[src/rtl/uart_rx_word_packer_pkg.sv]
package uart_rx_word_packer_pkg;
    localparam int BYTE_W     = 8;
    localparam int WORD_BYTES = 4;
    localparam int WORD_W     = BYTE_W * WORD_BYTES;
    localparam int LANE_W     = $clog2(WORD_BYTES);
    localparam int CNT_W      = 3;
    localparam int ADDR_W     = 3;

    localparam logic [ADDR_W-1:0] OFS_STATUS  = 3'd0;
    localparam logic [ADDR_W-1:0] OFS_PACKSTA = 3'd1;
    localparam logic [ADDR_W-1:0] OFS_CMD     = 3'd2;
    localparam logic [ADDR_W-1:0] OFS_LENGTH  = 3'd3;
    localparam logic [ADDR_W-1:0] OFS_DATA    = 3'd4;

    localparam int ST_READY = 0;
    localparam int ST_ARMED = 2;
    localparam int ST_OVR   = 4;
    localparam int ST_STALE = 5;
    localparam int PK_LSB   = 7;

    localparam logic [3:0] LO_CLR_ERR   = 4'h3;
    localparam logic [3:0] LO_CLR_STALE = 4'h8;
    localparam logic [3:0] HI_FORCE     = 4'h4;
    localparam logic [3:0] HI_NO_AUTO   = 4'h6;

    localparam logic [CNT_W-1:0] CNT_FULL = CNT_W'(WORD_BYTES);
endpackage

[src/rtl/uart_rx_lane_insert.sv]
module uart_rx_lane_insert #(
    parameter int BYTES = 4,
    parameter int BW    = 8,
    parameter int SEL_W = 2
) (
    input  logic [BYTES*BW-1:0] base,
    input  logic                clear,
    input  logic [SEL_W-1:0]    sel,
    input  logic [BW-1:0]       din,
    output logic [BYTES*BW-1:0] dout
);
    for (genvar i = 0; i < BYTES; i++) begin : g_lane
        assign dout[i*BW +: BW] = (sel == SEL_W'(i)) ? din :
                                  (clear ? '0 : base[i*BW +: BW]);
    end
endmodule

[src/rtl/uart_rx_word_fifo.sv]
module uart_rx_word_fifo #(
    parameter int W     = 32,
    parameter int DEPTH = 4
) (
    input  logic         clk,
    input  logic         rst_n,
    input  logic         push,
    input  logic [W-1:0] wdata,
    input  logic         pop,
    output logic [W-1:0] head,
    output logic         full,
    output logic         empty
);
    localparam int PW = (DEPTH > 1) ? $clog2(DEPTH) : 1;
    localparam int OW = $clog2(DEPTH + 1);
    localparam logic [PW-1:0] LAST = PW'(DEPTH - 1);
    localparam logic [OW-1:0] FULLV = OW'(DEPTH);

    logic [W-1:0]  mem_q [DEPTH];
    logic [PW-1:0] wr_d, wr_q, rd_d, rd_q;
    logic [OW-1:0] occ_d, occ_q;
    logic          do_push, do_pop;

    assign full  = (occ_q == FULLV);
    assign empty = (occ_q == '0);
    assign head  = mem_q[rd_q];

    always_comb begin
        do_pop  = pop && !empty;
        do_push = push && (!full || do_pop);
        wr_d  = wr_q;
        rd_d  = rd_q;
        occ_d = occ_q;
        if (do_push) wr_d = (wr_q == LAST) ? '0 : wr_q + PW'(1);
        if (do_pop)  rd_d = (rd_q == LAST) ? '0 : rd_q + PW'(1);
        if (do_push && !do_pop) occ_d = occ_q + OW'(1);
        if (do_pop && !do_push) occ_d = occ_q - OW'(1);
    end

    always_ff @(posedge clk or negedge rst_n) begin
        if (!rst_n) begin
            wr_q  <= '0;
            rd_q  <= '0;
            occ_q <= '0;
        end else begin
            wr_q  <= wr_d;
            rd_q  <= rd_d;
            occ_q <= occ_d;
        end
    end

    always_ff @(posedge clk) begin
        if (do_push) mem_q[wr_q] <= wdata;
    end
endmodule

[src/rtl/uart_rx_stale_timer.sv]
module uart_rx_stale_timer #(
    parameter int CYCLES = 16
) (
    input  logic clk,
    input  logic rst_n,
    input  logic run,
    input  logic restart,
    output logic hit
);
    localparam int TW = (CYCLES > 1) ? $clog2(CYCLES) : 1;
    localparam logic [TW-1:0] LIMIT = TW'(CYCLES - 1);

    logic [TW-1:0] cnt_d, cnt_q;

    assign hit = run && !restart && (cnt_q == LIMIT);

    always_comb begin
        if (restart || !run || hit) cnt_d = '0;
        else                        cnt_d = cnt_q + TW'(1);
    end

    always_ff @(posedge clk or negedge rst_n) begin
        if (!rst_n) cnt_q <= '0;
        else        cnt_q <= cnt_d;
    end
endmodule

[src/rtl/uart_rx_word_packer.sv]
module uart_rx_word_packer
    import uart_rx_word_packer_pkg::*;
#(
    parameter int FIFO_DEPTH   = 4,
    parameter int STALE_CYCLES = 16,
    parameter int LEN_W        = 32
) (
    input  logic              clk,
    input  logic              rst_n,
    input  logic              rx_valid,
    input  logic [BYTE_W-1:0] rx_byte,
    input  logic              reg_wr,
    input  logic              reg_rd,
    input  logic [ADDR_W-1:0] reg_addr,
    input  logic [WORD_W-1:0] reg_wdata,
    output logic [WORD_W-1:0] reg_rdata
);
    typedef struct packed {
        logic [WORD_W-1:0] word;
        logic [CNT_W-1:0]  cnt;
        logic              ovr;
        logic              stale;
        logic              armed;
        logic              auto_en;
        logic              pend;
        logic [LEN_W-1:0]  len;
        logic [LEN_W-1:0]  xfer;
    } state_t;

    state_t st_d, st_q;

    logic              fifo_push, fifo_pop, fifo_full, fifo_empty, room;
    logic [WORD_W-1:0] fifo_wdata, fifo_head, ins_word;
    logic              ins_clear;
    logic [LANE_W-1:0] ins_sel;
    logic              cmd_wr, len_wr, clr_err, flush_go, timer_hit, timer_run;
    logic              accepted, ovr_set;
    logic [LEN_W-1:0]  xfer_next;
    logic [3:0]        cmd_lo, cmd_hi;

    assign cmd_lo   = reg_wdata[7:4];
    assign cmd_hi   = reg_wdata[11:8];
    assign cmd_wr   = reg_wr && (reg_addr == OFS_CMD);
    assign len_wr   = reg_wr && (reg_addr == OFS_LENGTH);
    assign clr_err  = cmd_wr && (cmd_lo == LO_CLR_ERR);
    assign fifo_pop = reg_rd && (reg_addr == OFS_DATA) && !fifo_empty;
    assign room     = !fifo_full || fifo_pop;
    assign flush_go = st_q.pend && ((st_q.cnt == '0) || room);
    assign ins_clear = (st_q.cnt == CNT_FULL);
    assign ins_sel   = ins_clear ? '0 : st_q.cnt[LANE_W-1:0];
    assign timer_run = st_q.auto_en && st_q.armed && !st_q.pend &&
                       (st_q.cnt != '0) && (st_q.cnt != CNT_FULL);
    assign xfer_next = st_q.xfer + LEN_W'(1);

    uart_rx_lane_insert #(
        .BYTES (WORD_BYTES),
        .BW    (BYTE_W),
        .SEL_W (LANE_W)
    ) u_lane (
        .base  (st_q.word),
        .clear (ins_clear),
        .sel   (ins_sel),
        .din   (rx_byte),
        .dout  (ins_word)
    );

    uart_rx_stale_timer #(
        .CYCLES (STALE_CYCLES)
    ) u_timer (
        .clk     (clk),
        .rst_n   (rst_n),
        .run     (timer_run),
        .restart (rx_valid),
        .hit     (timer_hit)
    );

    uart_rx_word_fifo #(
        .W     (WORD_W),
        .DEPTH (FIFO_DEPTH)
    ) u_fifo (
        .clk   (clk),
        .rst_n (rst_n),
        .push  (fifo_push),
        .wdata (fifo_wdata),
        .pop   (fifo_pop),
        .head  (fifo_head),
        .full  (fifo_full),
        .empty (fifo_empty)
    );

    always_comb begin
        st_d       = st_q;
        fifo_push  = 1'b0;
        fifo_wdata = st_q.word;
        accepted   = 1'b0;
        ovr_set    = 1'b0;

        if (flush_go) begin
            fifo_push  = (st_q.cnt != '0);
            st_d.word  = '0;
            st_d.cnt   = '0;
            st_d.armed = 1'b0;
            st_d.pend  = 1'b0;
        end else if (rx_valid && st_q.armed) begin
            if (st_q.cnt == CNT_FULL) begin
                if (room) begin
                    fifo_push = 1'b1;
                    st_d.word = ins_word;
                    st_d.cnt  = CNT_W'(1);
                    accepted  = 1'b1;
                end else begin
                    ovr_set = 1'b1;
                end
            end else if (st_q.cnt == CNT_FULL - CNT_W'(1)) begin
                accepted = 1'b1;
                if (room) begin
                    fifo_push  = 1'b1;
                    fifo_wdata = ins_word;
                    st_d.word  = '0;
                    st_d.cnt   = '0;
                end else begin
                    st_d.word = ins_word;
                    st_d.cnt  = CNT_FULL;
                end
            end else begin
                accepted  = 1'b1;
                st_d.word = ins_word;
                st_d.cnt  = st_q.cnt + CNT_W'(1);
            end
        end else if ((st_q.cnt == CNT_FULL) && room) begin
            fifo_push = 1'b1;
            st_d.word = '0;
            st_d.cnt  = '0;
        end

        if (accepted) begin
            st_d.xfer = xfer_next;
            if ((st_q.len != '0) && (xfer_next == st_q.len)) st_d.pend = 1'b1;
        end
        if (timer_hit && !flush_go) st_d.pend = 1'b1;

        if (cmd_wr) begin
            if (cmd_lo == LO_CLR_ERR)   st_d.ovr     = 1'b0;
            if (cmd_lo == LO_CLR_STALE) st_d.stale   = 1'b0;
            if (cmd_hi == HI_FORCE)     st_d.pend    = 1'b1;
            if (cmd_hi == HI_NO_AUTO)   st_d.auto_en = 1'b0;
        end
        if (ovr_set)  st_d.ovr   = 1'b1;
        if (flush_go) st_d.stale = 1'b1;

        if (len_wr) begin
            st_d.len   = reg_wdata[LEN_W-1:0];
            st_d.armed = 1'b1;
            st_d.xfer  = '0;
        end
    end

    always_ff @(posedge clk or negedge rst_n) begin
        if (!rst_n) begin
            st_q         <= '0;
            st_q.armed   <= 1'b1;
            st_q.auto_en <= 1'b1;
            st_q.len     <= '1;
        end else begin
            st_q <= st_d;
        end
    end

    always_comb begin
        reg_rdata = '0;
        unique case (reg_addr)
            OFS_STATUS: begin
                reg_rdata[ST_READY] = !fifo_empty;
                reg_rdata[ST_ARMED] = st_q.armed;
                reg_rdata[ST_OVR]   = st_q.ovr;
                reg_rdata[ST_STALE] = st_q.stale;
            end
            OFS_PACKSTA: reg_rdata[PK_LSB +: CNT_W] = st_q.cnt;
            OFS_LENGTH:  reg_rdata = WORD_W'(st_q.len);
            OFS_DATA:    reg_rdata = fifo_empty ? '0 : fifo_head;
            default:     reg_rdata = '0;
        endcase
    end
endmodule

[config.mk]
export PLATFORM = sky130hd
export DESIGN_NAME = uart_rx_word_packer
export DESIGN_NICKNAME = d
export VERILOG_FILES = /design/src/rtl/uart_rx_word_packer_pkg.sv /design/src/rtl/uart_rx_lane_insert.sv /design/src/rtl/uart_rx_word_fifo.sv /design/src/rtl/uart_rx_stale_timer.sv /design/src/rtl/uart_rx_word_packer.sv
export SDC_FILE = /design/constraint.sdc
export NUM_CORES = 1
export LEC_CHECK = 0
export ABC_AREA = 1
export BUFFER_PORTS_ARGS = -buffer_cell sky130_fd_sc_hd__buf_2
export CAP_MARGIN = 10
export CORE_MARGIN = 5
export CORE_UTILIZATION = 55
export DETAILED_ROUTE_END_ITERATION = 12
export GPL_TIMING_DRIVEN = 0
export PLACE_DENSITY_LB_ADDON = 0.05
export SLEW_MARGIN = 20
export SYNTH_ARGS = -nofsm -noshare
export SYNTH_HDL_FRONTEND = slang
export SYNTH_SLANG_ARGS = --single-unit
[constraint.sdc]
create_clock -name clk -period 3.3 [get_ports clk]
set_clock_uncertainty 0.05 [all_clocks]
set_input_delay 0.165 -clock clk [delete_from_list [all_inputs] [get_ports clk]]
set_output_delay 0.165 -clock clk [all_outputs]
set_load 0.005 [all_outputs]
==> results.yml, run 1 <==
die:
  fp.coreArea_um2: 22600
  io_pins: 80
  initial_core_util_pct: 55.7
  die_x_um: 161
  core.rowCount: 55
  die_h_um: 161
  die-area_um2: 26100
worst_setup_path:
  crit_path_max_incr_delay_ns: 0.40
  start_kind: "flop"
  crit_fanout: 20
  cp-end-kind: "flop"
  crit_arrival_ns: 3.26
  cp.required_ns: 3.50
  crit_type: "reg2reg"
  cp_cell_sequence: "ha_1 -> inv_1 -> nor2_1 -> nand2_1 -> o21ai_0 -> mux2i_4 -> buf_4 -> nor2_4 -> buf_16"
  crit_slowest_cell: "dfrtp_1"
place:
  hpwl_um: 27400
  pre_cts_ws_ns: 0.162
  placed_cells: 1785
  numPortBuffers: 79
  gp_congestion: 0.953
  dpl-instance-area_um2: 13500
timing:
  setup_viol: 0
  holdWs_ns: 0.00685
  finalMaxSlewViolations: 0
  tightest_slew_ns: 0.729
  hold_viol: 0
  relSlewSlack_pct: 51.4
  fmax_mhz: 327
  fin_ws_ns: 0.243
  period_minus_slack_ns: 3.06
  finalCritPeriodShare_pct: 92.6
  tns_ns: 0
  rsz0062_at_grt: "false"
synth:
  syn_nets: 1478
  synth.avg_cell_area_um2: 8.91
  async_flop_share_pct: 47.3
  yosysUniqueCellTypes: 49
  synth_warnings: 0
  netlist_instances: 1416
  seq_area_frac_synth_pct: 53.6
  ys_ff_latch: 243
  synth_enable_flop_cells: 128
  synthFlopType: "edfxtp_1"
  mappedNetlistArea_um2: 12600
grt:
  grt_pass1_wl_um: 58100
  grt_remaining_overflow: 0
  track_usage_pct: 28.8
  grt_pass1_vias: 10288
  grt_max_degree: 64
  gr-usage-met1_pct: 37.7
  grtUsageMet2_pct: 48.1
  busiest_layer: "met2"
  antenna_found_initial: 0
  use_met3_pct: 3.65
layout:
  syn_to_final_growth_pct: 17.3
  post-route-util_pct: 65.4
  nNetsFinal: 1630
  drive_gt1_share_pct: 16.4
  fill_cells: 1877
  antennaDiodeCount: 0
  fin_area_um2: 14800
  final_cells: 1874
power:
  internal_power_mw: 6.64
  swShare_pct: 38.2
  max-vdd-ir-drop_uv: 443
  power_density_nw_per_um2: 726
  clockPowerShare_pct: 27.7
  leakage_nw: 6.03
  p_seq_share_pct: 39.0
  p_total_mw: 10.7
  netSwitchingPower_mw: 4.11
  combinationalPowerShare_pct: 33.3
route:
  remaining_drc_errors: 0
  num_vias: 10726
  drt_iter0_drc: 1061
  drt-vias-per-instance: 5.72
  drt_first_pass_iters: 5
  drtAntennaViolNets: 0
  drt-total-wl_um: 37900
  routedWlPerCell_um: 20.2
clock_tree:
  htree_levels: 1
  cts-root-buf: "clkbuf_16"
  cts_buffer_depth: 3
  cts_tree: "done"
  clk_latency_ns: 0.55
  clk_pin_slew_ns: 0.06
  cts.sinks: 243
  numCtsBuffers: 27
outcome:
  outcome: "finished clean"
hold_path:
  hp-class: "in2reg"
run:
  maxCapViolations: 0
## final timing paths
check	from	endpoint	slack [ns]	cells past startpoint
max in group asynchronous	rst_n	st_q[32]$_DFFE_PN1P_	2.34	3
max reg2reg	st_q[69]$_DFFE_PN0P_	u_fifo.mem_q[2][28]$_DFFE_PP_	0.24	9
min in group asynchronous	rst_n	st_q[24]$_DFFE_PN0P_	0.10	2
max	st_q[69]$_DFFE_PN0P_	u_fifo.mem_q[2][28]$_DFFE_PP_	0.24	9
min	reg_rd	u_fifo.rd_q[1]$_DFFE_PN0P_	0.007	4
min reg2reg	u_timer.cnt_q[0]$_DFF_PN0_	u_timer.cnt_q[0]$_DFF_PN0_	0.42	1
## worst max-delay path: cells and delay by family (launching register included)
family | cells | cell delay, ns
buffers and inverters | 3 | 0.61
adders and majority gates | 1 | 0.21
DFF | 1 | 0.40
and+or+nand+nor | 3 | 0.95
AOI/OAI and AO/OA | 1 | 0.31
muxes | 1 | 0.20
## cell families after synthesis
kind of cell	Yosys count	synth area share, %
fa+ha+maj	14	1.45
mux	33	3.36
simple gates	653	22.3
xor+xnor	16	1.33
buf+inv	184	6.10
flops	243	53.6
compound gates	273	11.8
## flip-flops by register name, summed over array words and instances, names as in the netlist
signal / count
u_fifo.wr_q: 2
u_fifo.mem_q: 128
u_fifo.rd_q: 2
u_fifo.occ_q: 3
st_q: 104
u_timer.cnt_q: 4
## synth_stat cells, types with 5 or more instances
cell      number  share of area, %
buf_2          9              0.36
buf_6          7              0.62
clkbuf_1      37               1.1
dfrtp_1       81                16
dfstp_2       34               7.1
edfxtp_1     128                30
ha_1          13               1.3
inv_1        122               3.6
mux2_2        21               1.9
mux2_4        11               1.3
nand2_1      344                10
nand3_1      109               4.3
nand4_1       11              0.55
nor2_1       153               4.6
nor2_4         8              0.71
nor3_1         5              0.20
o21ai_0      183               7.3
o21ai_1       19              0.75
o22ai_1       50               2.5
xor2_1        10              0.69
## placed cells by master, fill, tap and decap left out, types with 3 or more instances in the layout
master	n
a21oi_1	4
buf_16	4
buf_2	87
buf_4	7
buf_6	8
clkbuf_1	38
clkbuf_16	27
clkbuf_2	3
clkbuf_8	5
clkinv_2	7
clkinvlp_4	3
dfrtp_1	81
dfstp_2	34
dlygate4sd3_1	36
edfxtp_1	128
ha_1	13
inv_1	122
inv_2	4
mux2_2	21
mux2_4	11
nand2_1	344
nand2_2	4
nand2_4	4
nand3_1	109
nand3_2	4
nand4_1	11
nor2_1	149
nor2_2	4
nor2_4	12
nor3_1	5
o211ai_1	3
o21ai_0	183
o21ai_1	19
o221ai_1	4
o22ai_1	50
xnor2_1	4
xor2_1	10
## layer usage
layer	routed length, um	up-vias	part of all wire, %
met5	0	-	0
met4	1970	0	5.2
met3	2730	111	7.2
met2	18100	461	48
met1	15200	5045	40
li1	-	5109	-
## power groups by stage
stage               clock network [mW]  logic (mW)  registers, mW
finish                            2.97        3.58           4.19
CTS                               3.01        3.55           4.18
detailed placement                   0        3.49           4.22
floorplan                            0        2.36           4.10
global placement                     0        3.40           4.23
global route                      3.15        3.97           4.24
## what timing repair did
item,in CTS,in global routing
hold endpoints to repair,93,0
resized for setup,0,5
buffers inserted,0,3
hold buffers,36,0
setup endpoints to repair,0,22
## area by class of cell
class | count | area (um2) | area share, %
Sequential cell | 243 | 6760 | 45.7
Multi-Input combinational cell | 989 | 5110 | 34.5
Timing Repair Buffer | 123 | 915 | 6.18
Clock buffer | 36 | 763 | 5.15
Inverter | 126 | 473 | 3.19
Tap cell | 285 | 357 | 2.41
Buffer | 58 | 300 | 2.03
Clock inverter | 14 | 120 | 0.811
Note: power is estimated with default switching activity, not from simulation.
==> run 2: changes to the inputs <==
--- a/config.mk
+++ b/config.mk
@@ -12,6 +12,7 @@
 export CORE_UTILIZATION = 55
 export DETAILED_ROUTE_END_ITERATION = 12
 export GPL_TIMING_DRIVEN = 0
+export MAX_ROUTING_LAYER = met4
 export PLACE_DENSITY_LB_ADDON = 0.05
 export SLEW_MARGIN = 20
 export SYNTH_ARGS = -nofsm -noshare
==> run 2 against run 1 <==
Net effect:
- final area increased by 0.76%
- die area unchanged
- sequential share of layout area decreased by 0.34 points
- sequential power about the same
- clock-buffer cell count decreased by 7
- fmax decreased by 1.9%
- routed wire length about the same
- register-to-register slack got worse by 0.02 ns
- highest routed layer unchanged
- critical path type is now reg2out
- core utilization increased by 0.50 points
- combinational power about the same
- largest power group unchanged
- critical path depth unchanged
==> results.yml, run 2 (synthesized netlist as in run 1, its figures left out) <==
timing:
  finalCritPeriodShare_pct: 94.5
  tns_ns: 0
  hold_viol: 0
  setup_viol: 0
  rsz0062_at_grt: "false"
  holdWs_ns: 0.0196
  finalMaxSlewViolations: 0
  period_minus_slack_ns: 3.12
  relSlewSlack_pct: 53.8
  fmax_mhz: 321
  tightest_slew_ns: 0.693
route:
  drt_first_pass_iters: 6
  drt-total-wl_um: 38000
  num_vias: 10710
  drt_iter0_drc: 986
  drtAntennaViolNets: 0
  drt-vias-per-instance: 5.72
  remaining_drc_errors: 0
  routedWlPerCell_um: 20.3
power:
  internal_power_mw: 6.94
  clockPowerShare_pct: 29.9
  p_total_mw: 11.1
  leakage_nw: 6.06
  p_seq_share_pct: 37.9
  power_density_nw_per_um2: 744
  netSwitchingPower_mw: 4.16
  combinationalPowerShare_pct: 32.3
  swShare_pct: 37.5
  max-vdd-ir-drop_uv: 537
worst_setup_path:
  crit_arrival_ns: 2.90
  crit_type: "reg2out"
  crit_slowest_cell: "clkbuf_1"
  reg2reg_slack_ns: 0.22
  crit_fanout: 10
  start_kind: "flop"
  r2r-start: "st_q[69]$_DFFE_PN0P_"
  cp.required_ns: 3.08
  cp-end-kind: "output pin"
  crit_path_max_incr_delay_ns: 0.47
  reg2reg_to: "u_fifo.mem_q[2][16]$_DFFE_PP_"
  cp_cell_sequence: "clkbuf_1 -> inv_1 -> buf_2 -> clkbuf_1 -> nor2_1 -> o22ai_1 -> nand2_1 -> o21ai_0 -> buf_2"
  rr_worst_depth: 9
layout:
  final_common_cell: "nand2_1"
  regMostFlops: "u_fifo.mem_q"
  largest_reg_flops: 128
  reg_top3: "u_fifo.mem_q x128, st_q x104, u_timer.cnt_q x4"
  nNetsFinal: 1629
  antennaDiodeCount: 0
  final_cells: 1873
  layout_common_cells: "344 x nand2_1, 183 x o21ai_0, 149 x nor2_1"
  fill_cells: 1849
  post-route-util_pct: 65.9
  drive_gt1_share_pct: 16.1
  syn_to_final_growth_pct: 18.2
hold_path:
  hp-class: "in2async"
place:
  placed_cells: 1785
  gp_congestion: 0.986
  numPortBuffers: 79
  hpwl_um: 27600
die:
  core.rowCount: 55
  die_h_um: 161
  io_pins: 80
  die_x_um: 161
  initial_core_util_pct: 55.7
  fp.coreArea_um2: 22600
  die-area_um2: 26100
clock_tree:
  cts_buffer_depth: 3
  numCtsBuffers: 27
  htree_levels: 1
  clk_pin_slew_ns: 0.06
  cts.sinks: 243
  cts-root-buf: "clkbuf_16"
  clk_latency_ns: 0.55
  cts_tree: "done"
grt:
  antenna_found_initial: 0
  grt_remaining_overflow: 0
  grt_pass1_wl_um: 58000
  grt_pass1_vias: 10158
  track_usage_pct: 29.5
  grt_max_degree: 86
outcome:
  outcome: "finished clean"
run:
  maxCapViolations: 0
==> run 2: changes by cell type in the layout (fill, tap and decap cells not counted), moves of 2 or more <==
cell	delta
inv_6	+2
buf_4	-2
bufinv_16	+5
clkinv_2	-7
clkbuf_8	-4
clkinv_1	+5
==> run 2: power groups by stage <==
stage | Combinational (mW) | Sequential [mW] | Clock, mW
after detailed placement | 3.49 | 4.24 | 0
after floorplan | 2.36 | 4.10 | 0
final | 3.58 | 4.20 | 3.32
after global routing | 3.96 | 4.26 | 3.49
after global placement | 3.41 | 4.23 | 0
after CTS | 3.55 | 4.19 | 3.34
==> run 2: layer usage <==
layer | up-vias | global-route usage, % | wire (um)
li1 | 5110 | - | -
met1 | 5122 | 38.6 | 15500
met2 | 394 | 49.0 | 18600
met3 | 84 | 2.88 | 2460
met4 | 0 | 9.65 | 1420
met5 | - | - | 0
==> run 2: area by class of cell <==
type                       instances  area (um2)  area share, %
sequential                       243        6760           45.3
multi-input combinational        989        5110           34.3
timing repair buffer             122         931           6.24
clock buffer                      29         693           4.65
inverter                         126         473           3.17
tap                              285         357           2.39
buffer                            58         299           2.00
clock inverter                    21         288           1.93
==> run 2: worst max path at each step <==
stage | slack, ns | end | startpoint
CTS | 0.07 | reg_rdata[12] | u_fifo.rd_q[0]$_DFFE_PN0P_
detailed placement | 0.15 | u_fifo.occ_q[2]$_DFFE_PN0P_ | st_q[69]$_DFFE_PN0P_
global placement | -1.47 | u_fifo.mem_q[3][25]$_DFFE_PP_ | st_q[69]$_DFFE_PN0P_
finish | 0.18 | reg_rdata[21] | u_fifo.rd_q[0]$_DFFE_PN0P_
floorplan | -0.06 | u_fifo.mem_q[0][0]$_DFFE_PP_ | st_q[69]$_DFFE_PN0P_
global route | 0.07 | u_fifo.mem_q[2][16]$_DFFE_PP_ | st_q[70]$_DFFE_PN0P_
==> run 2: timing repair <==
action,4_1_cts,5_1_grt
gates resized for setup,0,3
endpoints found under the hold margin,132,0
hold buffers,36,0
endpoints found under the setup margin,0,2
buffers inserted,0,2
==> run 2: critical path: cells and delay by family (launching register included) <==
| kind | cells | cell delay, ns |
|---|---|---|
| compound gates | 2 | 0.49 |
| buf+inv | 5 | 1.28 |
| simple gates | 2 | 0.15 |
| flops | 1 | 0.41 |
==> run 2: stage by stage <==
step           area [um2]  setup WS, ns
5_1_grt             14900        0.0741
3_3_place_gp        13400         -1.47
2_1_floorplan       12600       -0.0612
4_1_cts             14900        0.0681
6_report            14900         0.183
3_5_place_dp        13500         0.155
==> run 3: changes to the inputs <==
--- a/config.mk
+++ b/config.mk
@@ -14,6 +14,7 @@
 export GPL_TIMING_DRIVEN = 0
 export MAX_ROUTING_LAYER = met4
 export PLACE_DENSITY_LB_ADDON = 0.05
+export RECOVER_POWER = 25
 export SLEW_MARGIN = 20
 export SYNTH_ARGS = -nofsm -noshare
 export SYNTH_HDL_FRONTEND = slang
==> run 3 against run 2 <==
Net effect:
- the flow now finishes with violations (max-capacitance violations, max-slew violations)
- first-iteration DRC count rose by 5.6%
- register-to-register slack barely moved
- combinational power barely moved
- core utilization fell by 0.14 points
- routed wire length rose by 0.12%
- non-clock buffer count did not move
- setup slack improved by 0.023 ns
- clock power barely moved
- critical endpoint is now u_fifo.mem_q[2][16]$_DFFE_PP_
==> results.yml, run 3 (synthesized netlist as in run 1, its figures left out) <==
clock_tree:
  clk_pin_slew_ns: 0.07
  cts-root-buf: "clkbuf_16"
  cts.sinks: 243
  cts_tree: "done"
  htree_levels: 1
  clk_latency_ns: 0.56
  cts_buffer_depth: 3
  numCtsBuffers: 27
timing:
  tightest_slew_ns: 2.02
  fmax_mhz: 323
  relSlewSlack_pct: -34.7
  finalCritPeriodShare_pct: 93.8
  setup_viol: 0
  period_minus_slack_ns: 3.09
  rsz0062_at_grt: "false"
  finalMaxSlewViolations: 31
  hold_viol: 0
route:
  drtAntennaViolNets: 0
  routedWlPerCell_um: 20.3
  drt_iter0_drc: 1041
  num_vias: 10767
  drt-total-wl_um: 38000
  drt-vias-per-instance: 5.75
  drt_first_pass_iters: 6
  remaining_drc_errors: 0
grt:
  grt_pass1_wl_um: 58000
  track_usage_pct: 29.5
  antenna_found_initial: 0
  grt_pass1_vias: 10158
  grt_remaining_overflow: 0
  grt_max_degree: 86
die:
  core.rowCount: 55
  die_h_um: 161
  io_pins: 80
  initial_core_util_pct: 55.7
  die-area_um2: 26100
  die_x_um: 161
  fp.coreArea_um2: 22600
worst_setup_path:
  crit_path_max_incr_delay_ns: 0.52
  cp_cell_sequence: "ha_1 -> inv_1 -> nor2_1 -> nand2_1 -> o21ai_0 -> mux2i_4 -> buf_12 -> nor2_4 -> buf_16"
  crit_arrival_ns: 3.31
  crit_fanout: 19
  start_kind: "flop"
  cp.required_ns: 3.51
  crit_type: "reg2reg"
  cp-end-kind: "flop"
  crit_slowest_cell: "nor2_4"
layout:
  fin_area_um2: 14900
  regMostFlops: "u_fifo.mem_q"
  largest_reg_flops: 128
  final_common_cell: "nand2_1"
  reg_top3: "u_fifo.mem_q x128, st_q x104, u_timer.cnt_q x4"
  fill_cells: 1855
  nNetsFinal: 1629
  post-route-util_pct: 65.8
  syn_to_final_growth_pct: 18.0
  antennaDiodeCount: 0
  layout_common_cells: "345 x nand2_1, 183 x o21ai_0, 149 x nor2_1"
  drive_gt1_share_pct: 15.7
outcome:
  violations: "max-capacitance violations, max-slew violations"
  outcome: "finished, violations left"
place:
  hpwl_um: 27600
  dpl-instance-area_um2: 13500
  gp_congestion: 0.986
  numPortBuffers: 79
power:
  leakage_nw: 6.04
  power_density_nw_per_um2: 745
  max-vdd-ir-drop_uv: 535
run:
  maxCapViolations: 1
hold_path:
  hp-class: "in2reg"
[run 3: final timing paths]
| kind | start | to | slack, ns | depth (start not counted) |
|---|---|---|---|---|
| max reg2reg | st_q[69]$_DFFE_PN0P_ | u_fifo.mem_q[2][16]$_DFFE_PP_ | 0.21 | 9 |
| min | reg_rd | u_fifo.rd_q[1]$_DFFE_PN0P_ | 0.02 | 4 |
| max | st_q[69]$_DFFE_PN0P_ | u_fifo.mem_q[2][16]$_DFFE_PP_ | 0.21 | 9 |
| min in group asynchronous | rst_n | st_q[25]$_DFFE_PN0P_ | 0.68 | 2 |
| min reg2reg | u_timer.cnt_q[0]$_DFF_PN0_ | u_timer.cnt_q[0]$_DFF_PN0_ | 0.44 | 1 |
| max in group asynchronous | rst_n | st_q[90]$_DFFE_PN0P_ | 1.22 | 3 |
[run 3: critical path: cells and delay by family (launching register included)]
family,cells,cell delay [ns]
mux,1,0.14
compound gates,1,0.31
fa+ha+maj,1,0.19
flops,1,0.40
simple gates,3,1.10
buf+inv,3,0.59
[run 3: cell type report]
cell class	instances	area, um2	area share (%)
Buffer	58	295	1.98
Clock buffer	29	693	4.66
Clock inverter	21	288	1.93
Inverter	126	473	3.18
Multi-Input combinational cell	989	5100	34.2
Sequential cell	243	6760	45.4
Tap cell	285	357	2.40
Timing Repair Buffer	122	920	6.18
[run 3: where the power goes]
group,internal [mW],switching (mW),total (mW),leakage [nW]
clock,2.01,1.31,3.32,0.463
combinational,1.17,2.40,3.57,2.99
sequential,3.75,0.446,4.20,2.59
total,6.93,4.16,11.1,6.04
[run 3: metrics by stage]
step	std cells	hold slack, ns	power, mW	TNS, ns	setup WS [ns]
final	1873	0.0224	11.1	0	0.206
after detailed placement	1785	-0.00101	7.73	0	0.155
after CTS	1871	0.0136	11.1	0	0.0681
after global placement	1780	0.295	7.64	-180.26	-1.47
after global routing	1873	0.0579	11.7	0	0.0676
after floorplan	1416	-0.181	6.46	-7.83	-0.0612
[run 3: what timing repair did]
item / in CTS / in global routing
buffers inserted: 0 / 2
endpoints found under the hold margin: 132 / 0
hold buffers: 36 / 0
endpoints found under the setup margin: 0 / 2
resized for setup: 0 / 3
[run 3: metal layers]
metal | track usage (%) | share of wire (%) | up-vias | routed length [um]
met5 | - | 0 | - | 0
met4 | 9.65 | 3.8 | 0 | 1430
met3 | 2.88 | 6.7 | 92 | 2560
met2 | 49.0 | 49 | 452 | 18700
met1 | 38.6 | 40 | 5118 | 15300
li1 | - | - | 5105 | -
